--- src/rtl/irq_ctx_pkg.sv ---
package irq_ctx_pkg;
   localparam int unsigned DATA_W = 64;

   typedef enum logic [2:0] {
      CAUSE_NONE      = 3'd0,
      CAUSE_CHECK     = 3'd1,
      CAUSE_BREAK     = 3'd2,
      CAUSE_BREAK_BR  = 3'd3,
      CAUSE_INTERCEPT = 3'd4
   } irq_cause_e;
endpackage

--- src/rtl/irq_ctx_access.sv ---
module irq_ctx_access #(
   parameter int unsigned ADDR_W   = 2,
   parameter int unsigned DATA_W   = 64,
   parameter int unsigned PL_W     = 2,
   parameter int unsigned FRM_NUM  = 0,
   parameter int unsigned IMM_NUM  = 1,
   parameter int unsigned HASH_NUM = 2
) (
   input  logic              clk,
   input  logic              rst_n,
   input  logic              sw_req,
   input  logic              sw_we,
   input  logic [ADDR_W-1:0] sw_addr,
   input  logic [PL_W-1:0]   priv_lvl,
   input  logic              collect_en,
   input  logic [DATA_W-1:0] rd_frm,
   input  logic [DATA_W-1:0] rd_imm,
   input  logic [DATA_W-1:0] rd_hash,
   output logic              wr_frm,
   output logic              wr_imm,
   output logic              wr_hash,
   output logic              rsp_valid,
   output logic [DATA_W-1:0] rsp_rdata,
   output logic              rsp_priv_flt,
   output logic              rsp_ill_flt
);
   localparam logic [ADDR_W-1:0] A_FRM  = ADDR_W'(FRM_NUM);
   localparam logic [ADDR_W-1:0] A_IMM  = ADDR_W'(IMM_NUM);
   localparam logic [ADDR_W-1:0] A_HASH = ADDR_W'(HASH_NUM);

   logic              hit_frm, hit_imm, hit_hash;
   logic              pf, ilf, ok;
   logic [DATA_W-1:0] rd_mux;

   always_comb begin
      hit_frm  = (sw_addr == A_FRM);
      hit_imm  = (sw_addr == A_IMM);
      hit_hash = (sw_addr == A_HASH);
      // privilege rule is checked first, so it wins over the collection rule
      pf  = sw_req && (priv_lvl != '0);
      ilf = sw_req && !pf && hit_frm && collect_en;
      ok  = sw_req && !pf && !ilf;
      wr_frm  = ok && sw_we && hit_frm;
      wr_imm  = ok && sw_we && hit_imm;
      wr_hash = ok && sw_we && hit_hash;
      rd_mux = '0;
      if (ok && !sw_we) begin
         if (hit_frm)       rd_mux = rd_frm;
         else if (hit_imm)  rd_mux = rd_imm;
         else if (hit_hash) rd_mux = rd_hash;
      end
   end

   always_ff @(posedge clk) begin
      if (!rst_n) begin
         rsp_valid    <= 1'b0;
         rsp_rdata    <= '0;
         rsp_priv_flt <= 1'b0;
         rsp_ill_flt  <= 1'b0;
      end else begin
         rsp_valid    <= sw_req;
         rsp_rdata    <= rd_mux;
         rsp_priv_flt <= pf;
         rsp_ill_flt  <= ilf;
      end
   end
endmodule

--- src/rtl/irq_ctx_frame.sv ---
module irq_ctx_frame #(
   parameter int unsigned DATA_W = 64,
   parameter int unsigned FRM_W  = 38
) (
   input  logic              clk,
   input  logic              rst_n,
   input  logic              ev_clr,
   input  logic              cover_set,
   input  logic [FRM_W-1:0]  cover_frame,
   input  logic              wr_en,
   input  logic [DATA_W-1:0] wr_data,
   output logic              frm_valid,
   output logic [FRM_W-1:0]  frm_marker,
   output logic [DATA_W-1:0] frm_word
);
   localparam int unsigned RSV_W = DATA_W - 1 - FRM_W;

   always_ff @(posedge clk) begin
      if (!rst_n) begin
         frm_valid  <= 1'b0;
         frm_marker <= '0;
      end else if (ev_clr) begin
         frm_valid  <= 1'b0;
      end else if (cover_set) begin
         frm_valid  <= 1'b1;
         frm_marker <= cover_frame;
      end else if (wr_en) begin
         frm_valid  <= wr_data[DATA_W-1];
         frm_marker <= wr_data[FRM_W-1:0];
      end
   end

   assign frm_word = {frm_valid, {RSV_W{1'b0}}, frm_marker};
endmodule

--- src/rtl/irq_ctx_capture.sv ---
module irq_ctx_capture
   import irq_ctx_pkg::*;
#(
   parameter int unsigned DATA_W   = 64,
   parameter int unsigned IMM_W    = 21,
   parameter int unsigned HASH_LSB = 2
) (
   input  logic              clk,
   input  logic              rst_n,
   input  logic              ev_valid,
   input  irq_cause_e        ev_cause,
   input  logic              collect_en,
   input  logic [IMM_W-1:0]  ev_imm,
   input  logic [DATA_W-1:0] ev_word,
   input  logic [DATA_W-1:0] ev_hash,
   input  logic              wr_imm,
   input  logic              wr_hash,
   input  logic [DATA_W-1:0] wr_data,
   output logic [DATA_W-1:0] imm_q,
   output logic [DATA_W-1:0] hash_q
);
   logic [DATA_W-1:0] imm_ext;
   logic [DATA_W-1:0] hash_mask;
   logic              imm_ev;
   logic [DATA_W-1:0] imm_ev_val;

   generate
      if (IMM_W == DATA_W) begin : g_imm_full
         assign imm_ext = ev_imm;
      end else begin : g_imm_zext
         assign imm_ext = {{(DATA_W-IMM_W){1'b0}}, ev_imm};
      end
      if (HASH_LSB > 0) begin : g_hash_ign
         assign hash_mask = {{(DATA_W-HASH_LSB){1'b1}}, {HASH_LSB{1'b0}}};
      end else begin : g_hash_all
         assign hash_mask = '1;
      end
   endgenerate

   always_comb begin
      imm_ev     = 1'b0;
      imm_ev_val = '0;
      if (ev_valid) begin
         case (ev_cause)
            CAUSE_CHECK, CAUSE_BREAK: begin imm_ev = 1'b1; imm_ev_val = imm_ext; end
            CAUSE_BREAK_BR:           begin imm_ev = 1'b1; imm_ev_val = '0;      end
            CAUSE_INTERCEPT:          begin imm_ev = 1'b1; imm_ev_val = ev_word; end
            default:                  begin imm_ev = 1'b0; imm_ev_val = '0;      end
         endcase
      end
   end

   always_ff @(posedge clk) begin
      if (!rst_n) begin
         imm_q  <= '0;
         hash_q <= '0;
      end else begin
         if (imm_ev)      imm_q <= imm_ev_val;
         else if (wr_imm) imm_q <= wr_data;
         if (ev_valid && collect_en) hash_q <= ev_hash & hash_mask;
         else if (wr_hash)           hash_q <= wr_data & hash_mask;
      end
   end
endmodule

--- src/rtl/irq_ctx_bank.sv ---
module irq_ctx_bank
   import irq_ctx_pkg::*;
#(
   parameter int unsigned ADDR_W   = 2,
   parameter int unsigned PL_W     = 2,
   parameter int unsigned FRM_W    = 38,
   parameter int unsigned IMM_W    = 21,
   parameter int unsigned HASH_LSB = 2,
   parameter int unsigned FRM_NUM  = 0,
   parameter int unsigned IMM_NUM  = 1,
   parameter int unsigned HASH_NUM = 2
) (
   input  logic              clk,
   input  logic              rst_n,
   input  logic              collect_en,
   input  logic [PL_W-1:0]   priv_lvl,
   input  logic              sw_req,
   input  logic              sw_we,
   input  logic [ADDR_W-1:0] sw_addr,
   input  logic [63:0]       sw_wdata,
   output logic              rsp_valid,
   output logic [63:0]       rsp_rdata,
   output logic              rsp_priv_flt,
   output logic              rsp_ill_flt,
   input  logic              ev_valid,
   input  logic [2:0]        ev_cause,
   input  logic [IMM_W-1:0]  ev_imm,
   input  logic [63:0]       ev_word,
   input  logic [63:0]       ev_hash,
   input  logic              cover_req,
   input  logic [FRM_W-1:0]  cur_frame,
   input  logic              rfi_req,
   output logic              rfi_valid,
   output logic [FRM_W-1:0]  rfi_frame
);
   generate
      if (FRM_W + 2 > DATA_W) begin : g_bad_frm
         $error("frame marker leaves no room for valid and reserved bits");
      end
      if (IMM_W > DATA_W || IMM_W == 0) begin : g_bad_imm
         $error("immediate width out of range");
      end
      if (HASH_LSB >= DATA_W) begin : g_bad_hash
         $error("ignored hash bits exceed word");
      end
      if (FRM_NUM == IMM_NUM || FRM_NUM == HASH_NUM || IMM_NUM == HASH_NUM) begin : g_bad_num
         $error("register numbers must differ");
      end
      if (PL_W == 0 || ADDR_W == 0) begin : g_bad_w
         $error("zero-width select");
      end
   endgenerate

   logic              wr_frm, wr_imm, wr_hash;
   logic              frm_valid;
   logic [FRM_W-1:0]  frm_marker;
   logic [DATA_W-1:0] frm_word, imm_q, hash_q;
   logic              ev_clr, cover_set;

   assign ev_clr    = ev_valid && collect_en;
   assign cover_set = cover_req && !collect_en;

   irq_ctx_access #(
      .ADDR_W(ADDR_W), .DATA_W(DATA_W), .PL_W(PL_W),
      .FRM_NUM(FRM_NUM), .IMM_NUM(IMM_NUM), .HASH_NUM(HASH_NUM)
   ) u_access (
      .clk(clk), .rst_n(rst_n),
      .sw_req(sw_req), .sw_we(sw_we), .sw_addr(sw_addr),
      .priv_lvl(priv_lvl), .collect_en(collect_en),
      .rd_frm(frm_word), .rd_imm(imm_q), .rd_hash(hash_q),
      .wr_frm(wr_frm), .wr_imm(wr_imm), .wr_hash(wr_hash),
      .rsp_valid(rsp_valid), .rsp_rdata(rsp_rdata),
      .rsp_priv_flt(rsp_priv_flt), .rsp_ill_flt(rsp_ill_flt)
   );

   irq_ctx_frame #(.DATA_W(DATA_W), .FRM_W(FRM_W)) u_frame (
      .clk(clk), .rst_n(rst_n),
      .ev_clr(ev_clr), .cover_set(cover_set), .cover_frame(cur_frame),
      .wr_en(wr_frm), .wr_data(sw_wdata),
      .frm_valid(frm_valid), .frm_marker(frm_marker), .frm_word(frm_word)
   );

   irq_ctx_capture #(.DATA_W(DATA_W), .IMM_W(IMM_W), .HASH_LSB(HASH_LSB)) u_capture (
      .clk(clk), .rst_n(rst_n),
      .ev_valid(ev_valid), .ev_cause(irq_cause_e'(ev_cause)), .collect_en(collect_en),
      .ev_imm(ev_imm), .ev_word(ev_word), .ev_hash(ev_hash),
      .wr_imm(wr_imm), .wr_hash(wr_hash), .wr_data(sw_wdata),
      .imm_q(imm_q), .hash_q(hash_q)
   );

   always_ff @(posedge clk) begin
      if (!rst_n) begin
         rfi_valid <= 1'b0;
         rfi_frame <= '0;
      end else begin
         rfi_valid <= rfi_req;
         if (rfi_req) rfi_frame <= frm_marker;
      end
   end
endmodule

--- config.mk ---
export PLATFORM = sky130hd
export DESIGN_NAME = irq_ctx_bank
export DESIGN_NICKNAME = d
export VERILOG_FILES = /design/src/rtl/irq_ctx_pkg.sv /design/src/rtl/irq_ctx_access.sv /design/src/rtl/irq_ctx_frame.sv /design/src/rtl/irq_ctx_capture.sv /design/src/rtl/irq_ctx_bank.sv
export SDC_FILE = /design/constraint.sdc
export NUM_CORES = 1
export LEC_CHECK = 0
export ABC_AREA = 1
export BUFFER_PORTS_ARGS = -buffer_cell sky130_fd_sc_hd__buf_2
export CAP_MARGIN = 40
export CORE_ASPECT_RATIO = 1.4
export CORE_UTILIZATION = 45
export DETAILED_ROUTE_END_ITERATION = 16
export PLACE_DENSITY = 0.76
export SYNTH_ARGS = -nofsm -noshare
export SYNTH_HDL_FRONTEND = slang
export SYNTH_SLANG_ARGS = --single-unit
--- constraint.sdc ---
create_clock -name clk -period 1.8 [get_ports clk]
set_clock_uncertainty 0.05 [all_clocks]
set_input_delay 0.27 -clock clk [delete_from_list [all_inputs] [get_ports clk]]
set_output_delay 0.27 -clock clk [all_outputs]
set_load 0.005 [all_outputs]
Word level (Yosys, flattened, before mapping)
Index checks and enable logic that the tools add are counted.

Output and inout port bits: 106. Logic and storage cells: 62. Register bits after elaboration: 271. Bits of input ports: 266.

Bitwise logic cells: 3. Equal/unequal tests: 6. Reductions and logical operators: 27. Multiplexer cells: 15.

Operators with widths (number): 64-bit 2-to-1 mux (8); 64-bit one-hot mux with 2 select lines (1); 38-bit 2-to-1 mux (2); 1-bit logical AND (12); 2-bit nonzero test (4); 3-bit by 2-bit equality test with 1-bit output, second input constant (2); 1-bit logical NOT (4); 1-bit 2-to-1 mux (4); 2-bit AND reduction (2); 2-bit OR reduction (2); 4-bit OR reduction (1); 3-bit by 1-bit equality test with 1-bit output, second input constant (1); 3-bit equality test, second input constant (1); 1-bit inverter (3); 3-bit OR reduction (1); 2-bit by 1-bit equality test with 1-bit output, second input constant (1); 2-bit equality test, second input constant (1); 2-bit logical NOT (1).

Logic depth before layout (Yosys ltp)
Gate-level depths: netlist of the first run.

Word-level depth: 12. Depth in mapped cells: 11. Gate-level depth less buffers: 9.

Modules after synthesis
A second synthesis of the first run with hierarchy kept.

Cell total of the unflattened synthesis: 2242. Area, all modules: 14098.5 um^2.

By module, submodules not included: irq_ctx_capture (seq. area each 2522.4 um^2, instances 1, area an instance 6359.8 um^2, cells each 979); irq_ctx_access (seq. area each 1341.3 um^2, instances 1, area an instance 3518.4 um^2, cells each 579); irq_ctx_frame (seq. area each 780.7 um^2, instances 1, area an instance 2607.5 um^2, cells each 436); irq_ctx_bank (seq. area each 780.7 um^2, instances 1, area an instance 1612.8 um^2, cells each 248).

Worst setup path before layout of the first run
Ideal clock, no wire load.

Path kind: input to register. From: input port collect_en. To: register u_capture.hash_q[12]. Setup slack: 0.346 ns. Arrival time: 1.291 ns. Setup time: 0.113 ns. Cell stages on the path: 5. Path buffers: 1. Data required time: 1.637 ns. Cell sequence: nand2_1 > clkbuf_1 > mux2_2 > nor2_1 > nor2_1.

Cells in the longest elaborated chain, start to end: 6. Elaborated cells between the ends (all ways): 8. Those cells by class: mux (1); reduce/logical (7).

RTL lines: start: declaration (line irq_ctx_bank.sv:15) `input logic collect_en,`; 1-bit logical AND (line irq_ctx_access.sv:41) `ilf = sw_req && !pf && hit_frm && collect_en;`; 1-bit logical NOT (line irq_ctx_access.sv:42) `ok = sw_req && !pf && !ilf;`; 1-bit logical AND (line irq_ctx_access.sv:42); 1-bit logical AND (2 in a row) (line irq_ctx_access.sv:45) `wr_hash = ok && sw_we && hit_hash;`; 2-bit nonzero test (no source line); end signal: assignment (line irq_ctx_capture.sv:60) `if (ev_valid && collect_en) hash_q <= ev_hash & hash_mask;`; end signal: assignment (line irq_ctx_capture.sv:61) `else if (wr_hash) hash_q <= wr_data & hash_mask;`; end: declaration (line irq_ctx_capture.sv:20) `output logic [DATA_W-1:0] hash_q`.

Several ways; a longest one is shown, not always the timed one. A chain may end at the register's enable or synchronous reset.

Final worst setup path of the first run
From: input port priv_lvl[0]. To: register u_capture.hash_q[10].

Cells in the longest elaborated chain, start to end: 11.

RTL lines: start: declaration (line irq_ctx_bank.sv:16) `input logic [PL_W-1:0] priv_lvl,`; 2-bit nonzero test (*) (line irq_ctx_access.sv:40) `pf = sw_req && (priv_lvl != '0);`; 1-bit logical AND (*) (line irq_ctx_access.sv:40); 1-bit logical NOT (*) (line irq_ctx_access.sv:41, irq_ctx_access.sv:42); 1-bit logical AND (*) (line irq_ctx_access.sv:41, irq_ctx_access.sv:42); 1-bit logical AND (2 in a row) (line irq_ctx_access.sv:41); 1-bit logical NOT (line irq_ctx_access.sv:42); 1-bit logical AND (*) (line irq_ctx_access.sv:42); 1-bit logical AND (*) (2 in a row) (line irq_ctx_access.sv:45); 2-bit nonzero test (no source line) (*).

Mark *: on every way between the ends. The rest lies on a longest branch, timed or not.

==> impl_metrics.tcl, run 1 <==
set metrics [dict create \
    outcome "finished clean" \
    synth_ff_type "dfxtp_1" \
    syn_area_per_cell_um2 7.175 \
    drc 0 \
    hp-start "sw_wdata[40]" \
    cts_inserted_buffers 27 \
    insertion_delay_ns 0.55 \
    yosysTopAreaCellShare 0.4161 \
    path_clk_slew_ns 0.06 \
    drive_gt1_frac 0.2767 \
    worstHoldEndpoint "u_capture.imm_q[40]" \
    multi_input_area_um2 6932 \
    synthCells 1817 \
    ioPinCount 372 \
    cp_max_fo 62 \
    dr.pass1.iters 7 \
    crit_required_ns 2.17 \
    synth_edf_count 0 \
    fin_nets 2394 \
    grt_max_degree 132 \
    gp_congestion 0.8579 \
    setup_viol 0 \
    vias 13458 \
    r2r_end "u_frame.frm_marker[31]" \
    synth_nets 2083 \
    initial_core_util 0.4590 \
    clock_tree.root_cell "clkbuf_16" \
    rsz0062_at_grt "no" \
    dieArea_um2 29670 \
    grt_usage 0.2832 \
    max_freq_ghz 0.5724 \
    grt_overflow 0 \
    synth.distinct_cells 24 \
    timing.rr.start "u_frame.frm_marker[31]" \
    io_buffers 369 \
    clock-sinks 271 \
    h-tree-depth 1 \
    clockBufferDepth 3 \
    grt_pass1_wl_mm 67.41 \
    period_share 0.9706 \
    critPathLaunchType "input port" \
    yosysTopAreaCell "dfxtp_1" \
    hpwl_mm 27.82 \
    fp.dieW_um 145.9 \
    synth.most_common_cell "nand2_1" \
    worst_slack_ns 0.05298 \
    leakage_nw 7.976 \
    crit_chain "dlygate4sd3_1 -> buf_2 -> inv_2 -> nand2_2 -> nor2_4 -> buf_4 -> nand4_4 -> nand2_1 -> inv_2 -> buf_12 -> nor2_1 -> nor2_1" \
    hold_class "in2reg" \
    fp.dieH_um 203.4 \
    yosys_warnings 0 \
    viasPerCell 5.328 \
    ant_nets 0 \
    period_needed_ns 1.747 \
    grt_pass1_vias 13150 \
    cpMaxStageDelayCell "dlygate4sd3_1" \
    ff2ff_path_depth 4 \
    synthToLayoutAreaGrowth_pct 25.88 \
    drt-initial-drc-count 732 \
    worstSetupEndpointType "register" \
    whs_path_depth 5 \
    crit_arrival_ns 2.12 \
    synthTopCellsByArea "dfxtp_1, nand2_1, nor2_1, mux2_2, nand3b_1" \
    num-fill-cells 2621 \
    ys_async_sr_fraction 0 \
    synthesis.area_um2 13040 \
    dpl_worst_slack_ns 0.08088 \
    hold_violations 0 \
    relSlewSlack 0.6058 \
    total_power_mw 14.22 \
    crit_type "in2reg" \
    coreArea_um2 28410 \
    grt_antenna_before_repair 4 \
    seqCellArea_um2 5425 \
    cts_tree "yes" \
    synth_seq_cells 271 \
    final_max_slew_viol_count 0 \
    power_density_nw_per_um2 866.7 \
    ys_seq_area_frac 0.4161 \
    tns_ns 0 \
    num_rows 73 \
    wl_per_cell_um 17.06 \
    netlist_top_cells_count "nand2_1, nor2_1, dfxtp_1, nand3b_1, mux2_2" \
    vdd_drop_max_mv 0.5869 \
    worstMarginPinSlew_ns 0.5913 \
    max_stage_delay_ns 0.54 \
    r2r_setup_slack_ns 1.00 \
    postRouteWirelength_mm 43.10 \
    cap_violations 0 \
]
how the worst max path moves through the flow:
stage / endpoint / start / slack [ns] / cells past startpoint
2_1_floorplan: u_capture.hash_q[12] / collect_en / 0.35 / 5
3_3_place_gp: u_capture.hash_q[34] / priv_lvl[0] / 0.16 / 11
3_5_place_dp: u_capture.imm_q[8] / priv_lvl[1] / 0.08 / 10
4_1_cts: u_capture.imm_q[8] / priv_lvl[0] / 0.10 / 11
5_1_grt: u_capture.imm_q[49] / priv_lvl[0] / 0.001 / 11
6_report: u_capture.hash_q[10] / priv_lvl[0] / 0.05 / 12
layer usage:
metal,vias to the layer above,part of all wire,global-route usage
met1,6223,0.40,0.3483
li1,6478,-,-
met5,-,0,0
met3,132,0.069,0.03065
met2,625,0.48,0.4867
met4,0,0.050,0.1500
where the power goes:
group | switching (mW) | total, mW | leakage (nW) | internal (mW)
logic | 1.25 | 2.25 | 5.34 | 0.994
clock network | 2.39 | 5.47 | 0.414 | 3.08
registers | 0.168 | 6.51 | 2.22 | 6.34
total | 3.81 | 14.2 | 7.98 | 10.4
critical path, delay by kind of cell:
kind                   cells  cell delay [ns]
buffers and inverters      6             1.07
and+or+nand+nor            6             0.67
what timing repair did:
item,CTS,global route
setup buffers,0,0
hold buffers,3,0
hold endpoints to repair,3,0
setup endpoints to repair,0,37
resized for setup,0,5
cell usage in the layout, fill, tap and decap left out, types with 25 or more instances in the layout:
cell type  netlist  routed
nand3b_1       150     150
clkbuf_16        0      29
buf_2           48     368
o21ai_0         38      38
nand2_1        537     533
inv_1           27      25
nor2_1         380     380
nand3_1         59      59
dfxtp_1        271     271
a31oi_1         37      37
mux2_2         100     100
sequential cells by signal (all words and copies together) (netlist names):
name,count
rfi_frame,38
u_access.rsp_ill_flt,1
u_access.rsp_priv_flt,1
u_access.rsp_valid,1
rfi_valid,1
u_access.rsp_rdata,64
u_capture.hash_q,62
u_frame.frm_marker,38
u_frame.frm_valid,1
u_capture.imm_q,64
final cells by class:
cell class / count / share of cell area
multi-input combinational: 1373 / 0.4224
sequential: 271 / 0.3306
timing repair buffer: 423 / 0.1590
clock buffer: 38 / 0.04612
tap: 375 / 0.02859
inverter: 32 / 0.007319
clock inverter: 10 / 0.005489
antenna: 4 / 0.0006099
metrics by stage:
stage	cells	util	hold WS (ns)	cell area, um^2
global route	2526	0.5778	0.03283	16410
global placement	2469	0.5442	0.3935	15460
detailed placement	2469	0.5442	0.4009	15460
floorplan	1817	-	0.3491	13040
finish	2526	0.5778	0.005472	16410
CTS	2520	0.5751	0.0003495	16340
kinds of logic after synthesis:
family / synth area share
mux: 0.08637
buf+inv: 0.05557
compound gates: 0.05326
simple gates: 0.3887
flops: 0.4161
(Power assumes the default switching activity.)
==> inputs of run 2 (changes only) <==
Settings changed: GPL_ROUTABILITY_DRIVEN from default to 1, PLACE_DENSITY 0.76 to 0.7, SYNTH_HIERARCHICAL from default to 1.
==> run 2 against run 1 <==
  * Die area increased by 8.0%
  * Flip-flop and latch count did not move
  * Wire length is 5.8% higher
  * First-iteration DRC count up 36%
  * Non-clock buffer count rose by 109
  * Cell count grew 20%
  * Setup slack gained 0.18 ns
  * Maximum frequency rose by 11%
  * Critical path depth is 1 lower
  * Count of clock-buffer cells in the layout grew 7
  * Critical endpoint is now u_capture/imm_q[34]
==> impl_metrics.tcl, run 2 <==
set metrics [dict create \
    synth.distinct_cells 23 \
    layout_commonest_cell "nand2_1" \
    clockBufferDepth 3 \
    multi_input_area_um2 6377 \
    period_share 0.8717 \
    hpwl_mm 31.07 \
    synthesis.area_um2 14100 \
    yosysTopAreaCell "dfxtp_1" \
    gp_congestion 0.9271 \
    hold_violations 0 \
    synth_seq_cells 271 \
    grt_overflow 0 \
    yosys_warnings 6 \
    cts_resized 0 \
    total_power_mw 14.58 \
    cap_violations 0 \
    fp.dieH_um 211.4 \
    crit_required_ns 2.20 \
    synthTopCellsByArea "dfxtp_1, nand2_1, nor2_1, inv_1, nand3_1" \
    tns_ns 0 \
    crit_chain "buf_2 -> nor2_1 -> nand2_1 -> nand3_1 -> nor2_1 -> inv_2 -> buf_4 -> nand2_2 -> buf_12 -> o21ai_0 -> nor2_1" \
    power_density_nw_per_um2 815.1 \
    seqCellArea_um2 5425 \
    clock_tree.root_cell "clkbuf_16" \
    drive_gt1_frac 0.2007 \
    initial_core_util 0.4576 \
    grt_usage 0.2796 \
    hold_class "in2reg" \
    max_freq_ghz 0.6373 \
    synth_edf_count 0 \
    final_cell_mix "nand2_1, nor2_1, buf_2" \
    synthCells 2242 \
    ant_nets 0 \
    critPathLaunchType "input port" \
    netlist_top_cells_count "nand2_1, nor2_1, inv_1, dfxtp_1, nand3_1" \
    yosysTopAreaCellShare 0.3848 \
    synth_ff_type "dfxtp_1" \
    grt_antenna_before_repair 6 \
    num_rows 76 \
    h-tree-depth 1 \
    postRouteWirelength_mm 45.61 \
    path_clk_slew_ns 0.06 \
    wl_per_cell_um 15.08 \
    num-fill-cells 2935 \
    period_needed_ns 1.569 \
    rsz0062_at_grt "no" \
    crit_arrival_ns 1.96 \
    syn_area_per_cell_um2 6.288 \
    reg.largest.list "u_access/rsp_rdata x64, u_capture/imm_q x64, u_capture/hash_q x62" \
    cts_inserted_buffers 27 \
    fp.dieW_um 151.6 \
    leakage_nw 9.114 \
    crit_type "in2reg" \
    cpMostUsedCell "nor2_1" \
    ys_async_sr_fraction 0 \
    dieArea_um2 32050 \
    max_stage_delay_ns 0.27 \
    ioPinCount 372 \
    final_max_slew_viol_count 0 \
    synthToLayoutAreaGrowth_pct 26.89 \
    vdd_drop_max_mv 0.5865 \
    setup_viol 0 \
    cts_tree "yes" \
    coreArea_um2 30810 \
    outcome "finished clean" \
    drc 0 \
    insertion_delay_ns 0.56 \
    drt-initial-drc-count 998 \
    clock-sinks 271 \
    grt_max_degree 107 \
    ys_seq_area_frac 0.3848 \
    grt_pass1_vias 13893 \
    cpMaxStageDelayCell "nor2_1" \
    worstSetupEndpointType "register" \
    vias 15043 \
    fin_nets 2876 \
    grt_pass1_wl_mm 70.74 \
    viasPerCell 4.975 \
    synth.most_common_cell "nand2_1" \
    cp_max_fo 42 \
    io_buffers 369 \
    dr.pass1.iters 7 \
]
run 2: cell count changes in the layout (fill, tap and decap cells not counted), sizes merged, moves of 5 or more:
cell / previous run / this run
o21ai: 38 / 145
nor2: 383 / 439
nand2: 538 / 520
a21oi: 41 / 46
clkbuf: 40 / 45
buf: 418 / 428
nand3: 59 / 173
inv: 33 / 302
or2: 1 / 43
a31oi: 37 / 62
nand3b: 150 / 0
conb: 0 / 27
dlygate4sd3: 3 / 104
mux2: 100 / 0
run 2: cells by family after synthesis:
| family | count (synthesis) | synth area share |
|---|---|---|
| AOI/OAI and AO/OA | 253 | 0.09558 |
| and+or+nand+nor | 1197 | 0.3466 |
| DFF | 271 | 0.3848 |
| buffers and inverters | 519 | 0.1725 |
| other | 2 | 0.0005327 |
run 2: layout make-up:
| cell class | instances | area share |
|---|---|---|
| tap | 390 | 0.02728 |
| clock inverter | 5 | 0.004406 |
| timing repair buffer | 532 | 0.1984 |
| sequential | 271 | 0.3033 |
| clock buffer | 45 | 0.04658 |
| multi-input combinational | 1477 | 0.3565 |
| inverter | 301 | 0.06316 |
| antenna | 3 | 0.0004196 |
run 2: stage by stage:
step	cells	utilization	hold WS, ns	setup WS (ns)	instance area, um^2
floorplan	2267	-	0.3491	0.04243	14190
global placement	2867	0.5170	0.4041	-0.2246	15930
detailed placement	2867	0.5170	0.4092	-0.2529	15930
CTS	3021	0.5804	0.001250	0.3069	17880
global route	3024	0.5807	0.004862	0.1526	17890
finish	3024	0.5807	0.009237	0.2310	17890
run 2: path summary, 6_finish.rpt:
| path | start | endpoint | slack (ns) | depth (start not counted) |
|---|---|---|---|---|
| worst min register to register | rfi_frame[16] | rfi_frame[16] | 0.42 | 2 |
| worst max-delay path | sw_addr[1] | u_capture/imm_q[34] | 0.23 | 11 |
| worst min-delay path | ev_hash[28] | u_capture/hash_q[28] | 0.009 | 3 |
| worst max register to register | u_frame/frm_marker[1] | u_access/rsp_rdata[1] | 0.89 | 4 |
run 2: power breakdown:
group	leakage, nW	internal (mW)	total (mW)	switching, mW
Sequential	2.22	6.33	6.51	0.180
Clock	0.449	3.43	5.83	2.40
Combinational	6.44	0.951	2.24	1.29
run 2: repair_timing:
item / in CTS / in global routing
setup endpoints to repair: 0 / 0
hold endpoints to repair: 73 / 0
hold buffers: 104 / 0
setup buffers: 0 / 0
run 2: routing by layer:
layer	vias up	GRT usage	part of all wire
li1	7501	-	-
met1	6640	0.3640	0.42
met2	766	0.4530	0.46
met3	132	0.03836	0.079
met4	4	0.1311	0.042
met5	-	0	0.00055
run 2: worst max-delay path, delay by kind of cell:
kind	cells	cell delay (ns)
buffers and inverters	4	0.59
AOI/OAI and AO/OA	1	0.23
and+or+nand+nor	6	0.81
==> inputs of run 3 (changes only) <==
Settings changed: CTS_BUF_LIST from default to sky130_fd_sc_hd__clkbuf_8.
==> run 3 against run 2 <==
  * Power shrank 0.37%
  * Global-route usage increased by 2.6 points
  * Non-clock buffer count rose by 83
  * Count of clock-buffer cells in the layout increased by 5
  * Critical path depth is 1 higher
  * Flip-flop and latch count did not move
  * Largest power group unchanged
==> impl_metrics.tcl, run 3 (synthesis gave the netlist of run 2 again) <==
set metrics [dict create \
    setup_viol 0 \
    grt_max_degree 107 \
    num-fill-cells 2829 \
    dieArea_um2 32050 \
    power.internal_mw 10.39 \
    grt_pass1_wl_mm 76.74 \
    p_clk_frac 0.385 \
    multi_input_area_um2 6387 \
    swShare 0.2851 \
    seqCellArea_um2 5425 \
    drt-initial-drc-count 1223 \
    num_rows 76 \
    cts_inserted_buffers 44 \
    path_clk_slew_ns 0.07 \
    grt_overflow 0 \
    max_freq_ghz 0.5767 \
    layout_commonest_cell "nand2_1" \
    relSlewSlack 0.6107 \
    grt_antenna_before_repair 3 \
    clock_tree.root_cell "clkbuf_8" \
    outcome "finished clean" \
    crit_path_end "u_capture/hash_q[42]" \
    cap_violations 0 \
    clock-sinks 271 \
    cts_tree "yes" \
    startpoint "priv_lvl[0]" \
    io_buffers 369 \
    r2r_setup_slack_ns 0.51 \
    wl_per_cell_um 15.83 \
    crit_type "in2reg" \
    hpwl_mm 31.07 \
    clockBufferDepth 3 \
    cp_max_fo 27 \
    final_cell_mix "nand2_1, nor2_1, buf_2" \
    period_needed_ns 1.734 \
    r2r_end "u_capture/hash_q[32]" \
    power_frac_seq 0.448 \
    coreArea_um2 30810 \
    dr.pass1.iters 6 \
    grt_usage 0.3060 \
    timing.rr.start "u_capture/hash_q[32]" \
    h-tree-depth 2 \
    leakage_nw 9.532 \
    vdd_drop_max_mv 0.5178 \
    period_share 0.9634 \
    fin_cells 3131 \
    initial_core_util 0.4576 \
    hold_class "in2reg" \
    final_max_slew_viol_count 0 \
    crit_required_ns 2.21 \
    fp.dieW_um 151.6 \
    rsz0062_at_grt "no" \
    reg.largest.list "u_access/rsp_rdata x64, u_capture/imm_q x64, u_capture/hash_q x62" \
    dp_cells 2867 \
    power_density_nw_per_um2 776.3 \
    postRouteWirelength_mm 49.57 \
    viasPerCell 5.038 \
    worstSetupEndpointType "register" \
    synthToLayoutAreaGrowth_pct 32.74 \
    vias 15774 \
    fin_util 0.6074 \
    drc 0 \
    grt_pass1_vias 14932 \
    p_sw_mw 4.142 \
    drive_gt1_frac 0.2045 \
    power_frac_comb 0.166 \
    ant_nets 0 \
    hold_violations 0 \
    total_power_mw 14.53 \
    ff2ff_path_depth 3 \
    fin_nets 2976 \
    crit_arrival_ns 2.15 \
    ioPinCount 372 \
    worstMarginPinSlew_ns 0.5820 \
    tns_ns 0 \
    critPathLaunchType "input port" \
    fp.dieH_um 211.4 \
    insertion_delay_ns 0.58 \
    gp_congestion 0.9271 \
]
[run 3: changes by cell type in the layout (fill, tap and decap cells not counted), moves of 8 or more]
| cell | delta |
|---|---|
| dlygate4sd3_1 | +80 |
| clkbuf_8 | +41 |
| clkbuf_16 | -26 |
| clkbuf_1 | -9 |
| clkinv_2 | +9 |
| inv_1 | +8 |
[run 3: critical path: stages]
cell and delay [ns]:
buf_2 0.10, inv_1 0.06, nand2_1 0.08, nor2_2 0.15, nand3_2 0.13, buf_4 0.17, nor2_4 0.18, inv_2 0.09
buf_12 0.18, nand2_1 0.07, a31oi_1 0.08, dlygate4sd3_1 0.58
[run 3: layer usage]
metal | GRT usage | share of wire | wire [um]
met1 | 0.3895 | 0.40 | 19960
met2 | 0.4840 | 0.45 | 22530
met3 | 0.05776 | 0.085 | 4227
met4 | 0.1670 | 0.057 | 2841
met5 | 0 | 0.00026 | 13
[run 3: what timing repair did]
action                                 CTS  global route
hold buffers                           184             0
gates resized for setup                  0             3
setup buffers                            0             2
endpoints found under the hold margin  143             0
setup endpoints to repair                0             8
[run 3: final cells by class]
cell class,instances,area share
timing repair buffer,615,0.2346
tap,390,0.02607
antenna,2,0.0002674
clock inverter,25,0.01070
multi-input combinational,1477,0.3413
inverter,301,0.06037
clock buffer,50,0.03677
sequential,271,0.2899
[run 3: per-stage QoR]
step | hold slack [ns] | instance area (um^2) | setup WS, ns
after floorplan | 0.3491 | 14190 | 0.04243
final | 0.01654 | 18710 | 0.06594
after global placement | 0.4041 | 15930 | -0.2246
after detailed placement | 0.4092 | 15930 | -0.2529
after global routing | 0.02147 | 18710 | 0.004413
after CTS | 0.0008521 | 18660 | 0.01009
[run 3: worst min path at each step]
stage | end | cells after the start | from
after floorplan | u_access/rsp_valid | 2 | sw_req
after global placement | rfi_frame[2] | 2 | rfi_frame[2]
after detailed placement | rfi_frame[16] | 2 | rfi_frame[16]
after CTS | u_capture/imm_q[25] | 5 | ev_word[25]
after global routing | u_capture/imm_q[25] | 5 | ev_word[25]
final | u_frame/frm_marker[31] | 5 | cur_frame[31]
[run 3: power groups by stage]
stage	Clock [mW]	Combinational [mW]	Sequential [mW]
after global placement	0	1.99	6.62
after detailed placement	0	2.01	6.64
after CTS	5.67	2.35	6.51
after global routing	5.98	2.69	6.55
final	5.60	2.42	6.51
after floorplan	0	1.37	6.60
